File: src/rtl/sp_irq_pkg.sv
package sp_irq_pkg;

    localparam int SRC_N   = 4;
    localparam int STICKY_N = 2;

    localparam int BIT_OVR = 0;
    localparam int BIT_TMO = 1;
    localparam int BIT_RXS = 2;
    localparam int BIT_TXS = 3;

    localparam logic [SRC_N-1:0] STICKY_SEL = 4'b0011;

    typedef enum logic [1:0] {
        ADDR_MASK = 2'd0,
        ADDR_RAW  = 2'd1,
        ADDR_MSKD = 2'd2,
        ADDR_CLR  = 2'd3
    } reg_addr_e;

    // packed order puts txs at bit 3 and ovr at bit 0
    typedef struct packed {
        logic txs;
        logic rxs;
        logic tmo;
        logic ovr;
    } src_vec_t;

    function automatic logic [SRC_N-1:0] src_flat(input src_vec_t s);
        return s;
    endfunction

    function automatic logic any_bit(input logic [SRC_N-1:0] v);
        return |v;
    endfunction

endpackage

File: src/rtl/sp_irq_level.sv
module sp_irq_level #(
    parameter int DEPTH = 8,
    parameter int LVL_W = $clog2(DEPTH + 1)
) (
    input  logic [LVL_W-1:0] tx_lvl_i,
    input  logic [LVL_W-1:0] rx_lvl_i,
    output logic             tx_svc_o,
    output logic             rx_svc_o
);
    localparam int HALF = DEPTH / 2;
    localparam logic [LVL_W-1:0] HALF_L = LVL_W'(HALF);

    always_comb begin
        tx_svc_o = (tx_lvl_i <= HALF_L);
        rx_svc_o = (rx_lvl_i >= HALF_L);
    end
endmodule

File: src/rtl/sp_irq_sticky.sv
module sp_irq_sticky #(
    parameter int N = 2
) (
    input  logic         clk,
    input  logic         rst,
    input  logic [N-1:0] set_i,
    input  logic [N-1:0] clr_i,
    output logic [N-1:0] q_o
);
    for (genvar i = 0; i < N; i++) begin : g_bit
        logic q_r;

        always_ff @(posedge clk) begin
            if (rst)
                q_r <= 1'b0;
            else if (set_i[i])
                q_r <= 1'b1;
            else if (clr_i[i])
                q_r <= 1'b0;
        end

        assign q_o[i] = q_r;

        // a strobe leaves the bit set on the next cycle
        a_r4_set_latches: assert property (@(posedge clk) disable iff (rst)
            set_i[i] |=> q_o[i]);

        a_r7_set_beats_clear: assert property (@(posedge clk) disable iff (rst)
            (set_i[i] && clr_i[i]) |=> q_o[i]);

        a_r6_clear_takes: assert property (@(posedge clk) disable iff (rst)
            (clr_i[i] && !set_i[i]) |=> !q_o[i]);

        a_r5_holds: assert property (@(posedge clk) disable iff (rst)
            (q_o[i] && !clr_i[i]) |=> q_o[i]);
    end
endmodule

File: src/rtl/sp_irq_regs.sv
module sp_irq_regs
    import sp_irq_pkg::*;
(
    input  logic             clk,
    input  logic             rst,
    input  logic             wr_en_i,
    input  logic [1:0]       addr_i,
    input  logic [SRC_N-1:0] wdata_i,
    input  logic [SRC_N-1:0] raw_i,
    output logic [SRC_N-1:0] mask_o,
    output logic [SRC_N-1:0] clr_o,
    output logic [SRC_N-1:0] rdata_o
);
    logic [SRC_N-1:0] mask_r;
    reg_addr_e        sel;

    assign sel = reg_addr_e'(addr_i);

    always_ff @(posedge clk) begin
        if (rst)
            mask_r <= '0;
        else if (wr_en_i && sel == ADDR_MASK)
            mask_r <= wdata_i;
    end

    always_comb begin
        clr_o = '0;
        if (wr_en_i && sel == ADDR_CLR)
            clr_o = wdata_i & STICKY_SEL;
    end

    always_comb begin
        unique case (sel)
            ADDR_MASK: rdata_o = mask_r;
            ADDR_RAW:  rdata_o = raw_i;
            ADDR_MSKD: rdata_o = raw_i & mask_r;
            default:   rdata_o = '0;
        endcase
    end

    assign mask_o = mask_r;

    a_r8_mask_stable: assert property (@(posedge clk) disable iff (rst)
        !(wr_en_i && sel == ADDR_MASK) |=> $stable(mask_o));

    a_r8_mask_loads: assert property (@(posedge clk) disable iff (rst)
        (wr_en_i && sel == ADDR_MASK) |=> (mask_o == $past(wdata_i)));

    always_comb begin
        if (!rst && sel == ADDR_CLR)
            a_r11_clr_reads_zero: assert (rdata_o == '0);
    end
endmodule

File: src/rtl/sp_irq_ctrl.sv
module sp_irq_ctrl
    import sp_irq_pkg::*;
#(
    parameter int DEPTH = 8,
    parameter int LVL_W = $clog2(DEPTH + 1)
) (
    input  logic             clk,
    input  logic             rst,
    input  logic [LVL_W-1:0] tx_level,
    input  logic [LVL_W-1:0] rx_level,
    input  logic             rx_timeout_evt,
    input  logic             rx_overrun_evt,
    input  logic             reg_wr_en,
    input  logic [1:0]       reg_addr,
    input  logic [3:0]       reg_wdata,
    output logic [3:0]       reg_rdata,
    output logic             irq_o
);
    logic             tx_svc, rx_svc;
    logic [STICKY_N-1:0] stk_set, stk_clr, stk_q;
    logic [SRC_N-1:0] clr_vec, mask, raw;
    src_vec_t         src;

    sp_irq_level #(.DEPTH(DEPTH), .LVL_W(LVL_W)) u_level (
        .tx_lvl_i (tx_level),
        .rx_lvl_i (rx_level),
        .tx_svc_o (tx_svc),
        .rx_svc_o (rx_svc)
    );

    assign stk_set = {rx_timeout_evt, rx_overrun_evt};
    assign stk_clr = {clr_vec[BIT_TMO], clr_vec[BIT_OVR]};

    sp_irq_sticky #(.N(STICKY_N)) u_sticky (
        .clk   (clk),
        .rst   (rst),
        .set_i (stk_set),
        .clr_i (stk_clr),
        .q_o   (stk_q)
    );

    always_comb begin
        src.txs = tx_svc;
        src.rxs = rx_svc;
        src.tmo = stk_q[1];
        src.ovr = stk_q[0];
        raw     = src_flat(src);
    end

    sp_irq_regs u_regs (
        .clk     (clk),
        .rst     (rst),
        .wr_en_i (reg_wr_en),
        .addr_i  (reg_addr),
        .wdata_i (reg_wdata),
        .raw_i   (raw),
        .mask_o  (mask),
        .clr_o   (clr_vec),
        .rdata_o (reg_rdata)
    );

    assign irq_o = any_bit(raw & mask);

    a_r10_irq_needs_mask: assert property (@(posedge clk) disable iff (rst)
        (mask == '0) |-> !irq_o);

    a_r1_reset_clean: assert property (@(posedge clk)
        $past(rst) |-> (stk_q == '0 && mask == '0));
endmodule

File: config.mk
export PLATFORM = sky130hd
export DESIGN_NAME = sp_irq_ctrl
export DESIGN_NICKNAME = d
export VERILOG_FILES = /design/src/rtl/sp_irq_pkg.sv /design/src/rtl/sp_irq_level.sv /design/src/rtl/sp_irq_sticky.sv /design/src/rtl/sp_irq_regs.sv /design/src/rtl/sp_irq_ctrl.sv
export SDC_FILE = /design/constraint.sdc
export NUM_CORES = 1
export LEC_CHECK = 0
export BUFFER_PORTS_ARGS = -buffer_cell sky130_fd_sc_hd__buf_2
export CORE_AREA = 2 2 39 41
export DETAILED_ROUTE_END_ITERATION = 8
export DIE_AREA = 0 0 41 43
export PLACE_DENSITY = 0.63
export SLEW_MARGIN = 20
export SYNTH_ARGS = -nofsm -noshare
export SYNTH_HDL_FRONTEND = slang
export SYNTH_HIERARCHICAL = 1
export SYNTH_SLANG_ARGS = --single-unit
File: constraint.sdc
create_clock -name clk -period 1.4 [get_ports clk]
set_clock_uncertainty 0.2 [all_clocks]
set_input_delay 0 -clock clk [delete_from_list [all_inputs] [get_ports clk]]
set_output_delay 0 -clock clk [all_outputs]
set_load 0.1 [all_outputs]
==> flow_summary.ini <==
[synthesis]
postSynthCellCount = 45
postSynthAreaPerCell_um2 = 8.95
syn_nets = 64
yosysWarnings = 6
syn_area_um2 = 403

[sta]
final.setup.tns_ns = 0
fin_crit_ns = 1.36
final-setup-viol-count = 0
rsz0062_at_grt = no
period_share = 0.974
relSlewSlack = 0.786
finalHoldViolations = 0
worst-slew-pin-transition_ns = 0.320
hold_slack_ns = 0.0113
timing.fmax_ghz = 0.733
drv_slew = 0

[layout]
drive_gt1_frac = 0.392
diodes = 0
area_growth_pct = 79.2
fin_nets = 100

[route]
vias = 473
drt-initial-drc-count = 11
drt-met1-wl_um = 501
top_layer_used = met4
route.met3.wl_um = 82
route.detailed.wl_per_inst_um = 12.0
viasPerCell = 4.98
wl_mm = 1.14
drc = 0
firstDrtPassIters = 4
met2_length_um = 533
detail-route-antenna-nets = 0

[clock_tree]
cts_buffer_depth = 2
clock_latency_ns = 0.24
clock_sinks = 6
h-tree-depth = 1
cts_setup_buffers = 0
clockRootBuffer = clkbuf_4
path_clk_slew_ns = 0.05
cts_tree = done
numCtsBuffers = 3

[status]
status = completed

[global_routing]
grt_pass1_vias = 457
grt_overflow = 0
antenna_found_initial = 0
track_usage = 0.157
grt_max_degree = 9
grt_pass1_wl_mm = 1.95

[floorplanning]
core_area_mm2 = 0.00138
die-area_mm2 = 0.00176
io_pins = 24
std_cell_rows = 14
dieWidth_um = 41
start_util = 0.291
die_height_um = 43

[place]
port_buffers = 21
hpwlAfterDp_um = 689
gp_congestion = 0.747

[setup_path]
cp_slowest_cell = dfxtp_2
cp.arrival_ns = 1.16
cp.required_ns = 1.20
critPathCaptureType = output port
criticalPathCategory = reg -> out
crit_chain = nand2b_1, a32o_2, buf_12
worstPathMaxFanout = 4
critPathMaxStageDelay_ns = 0.33
startpoint_type = flip-flop

[power_and_ir_drop]
powerDensity_mw_per_mm2 = 755
p_total_mw = 0.545
vdd_drop_max_mv = 0.545
p_leak_nw = 0.331

[worst_hold_path]
hp-class = in -> reg

[job]
drv_cap = 0
-- layout by cell type, fill, tap and decap left out --
cell type / instances
dfxtp_1: 4
dlygate4sd3_1: 11
a32o_1: 1
nor2_1: 1
buf_4: 1
nor3b_4: 1
buf_12: 4
a32o_2: 3
or2_1: 1
nand2b_1: 14
dfxtp_2: 2
o21a_1: 1
inv_1: 3
and4_1: 2
buf_2: 16
a22oi_1: 2
a21oi_1: 2
mux2i_1: 4
clkbuf_4: 4
nor2b_1: 1
nand2_1: 1
-- final timing paths --
check	startpoint	endpoint	slack (ns)	cells after the start
setup / recovery	u_sticky/g_bit[1].q_r	reg_rdata[1]	0.04	3
hold / removal	reg_wdata[0]	u_sticky/g_bit[0].q_r	0.01	4
setup reg to reg	u_sticky/g_bit[0].q_r	u_sticky/g_bit[0].q_r	0.53	2
hold reg to reg	u_regs/mask_o[2]	u_regs/mask_o[2]	0.30	2
-- critical path, delay by kind of cell (launching register included) --
kind,cells,cell delay [ns]
AO/OA/AOI/OAI,1,0.28
buffers and inverters,1,0.17
flip-flops,1,0.33
AND/OR/NAND/NOR,1,0.14
-- state kept, by name, indices dropped and copies added, names as in the netlist --
register and cells:
u_sticky/g_bit.q_r 2, u_regs/mask_o 4
-- per-layer routing --
layer  GRT usage  up-vias
li1            -      227
met1       0.210      217
met2       0.247       25
met3      0.0157        4
met4      0.0600        0
met5           0        -
-- repair_timing --
item / in CTS / in global routing
resized for setup: 0 / 3
hold endpoints to repair: 6 / 2
hold buffers: 12 / 1
endpoints found under the setup margin: 0 / 6
-- area by class of cell --
cell class,count,area [um^2]
clock buffers,3,22.5
multi-input cells,34,260
repair buffers,33,285
flip-flops and latches,6,123
inverters,3,11.3
fillers,122,662
well taps,16,20.0
-- power by group --
part	switching [mW]	internal (mW)	total, mW
clock	0.0647	0.0971	0.162
combinational	0.105	0.0897	0.195
sequential	0.00771	0.181	0.188
total	0.178	0.367	0.545
-- through the flow --
| stage | setup WS, ns | std cells | utilization | instance area (um^2) |
|---|---|---|---|---|
| after global placement | 0.186 | 81 | 0.422 | 584 |
| final | 0.0362 | 95 | 0.522 | 722 |
| after floorplan | 0.0522 | 45 | - | 407 |
| after CTS | 0.0230 | 96 | 0.525 | 727 |
| after detailed placement | 0.174 | 81 | 0.422 | 584 |
| after global routing | 0.00648 | 95 | 0.522 | 722 |
(Power assumes the default switching activity.)
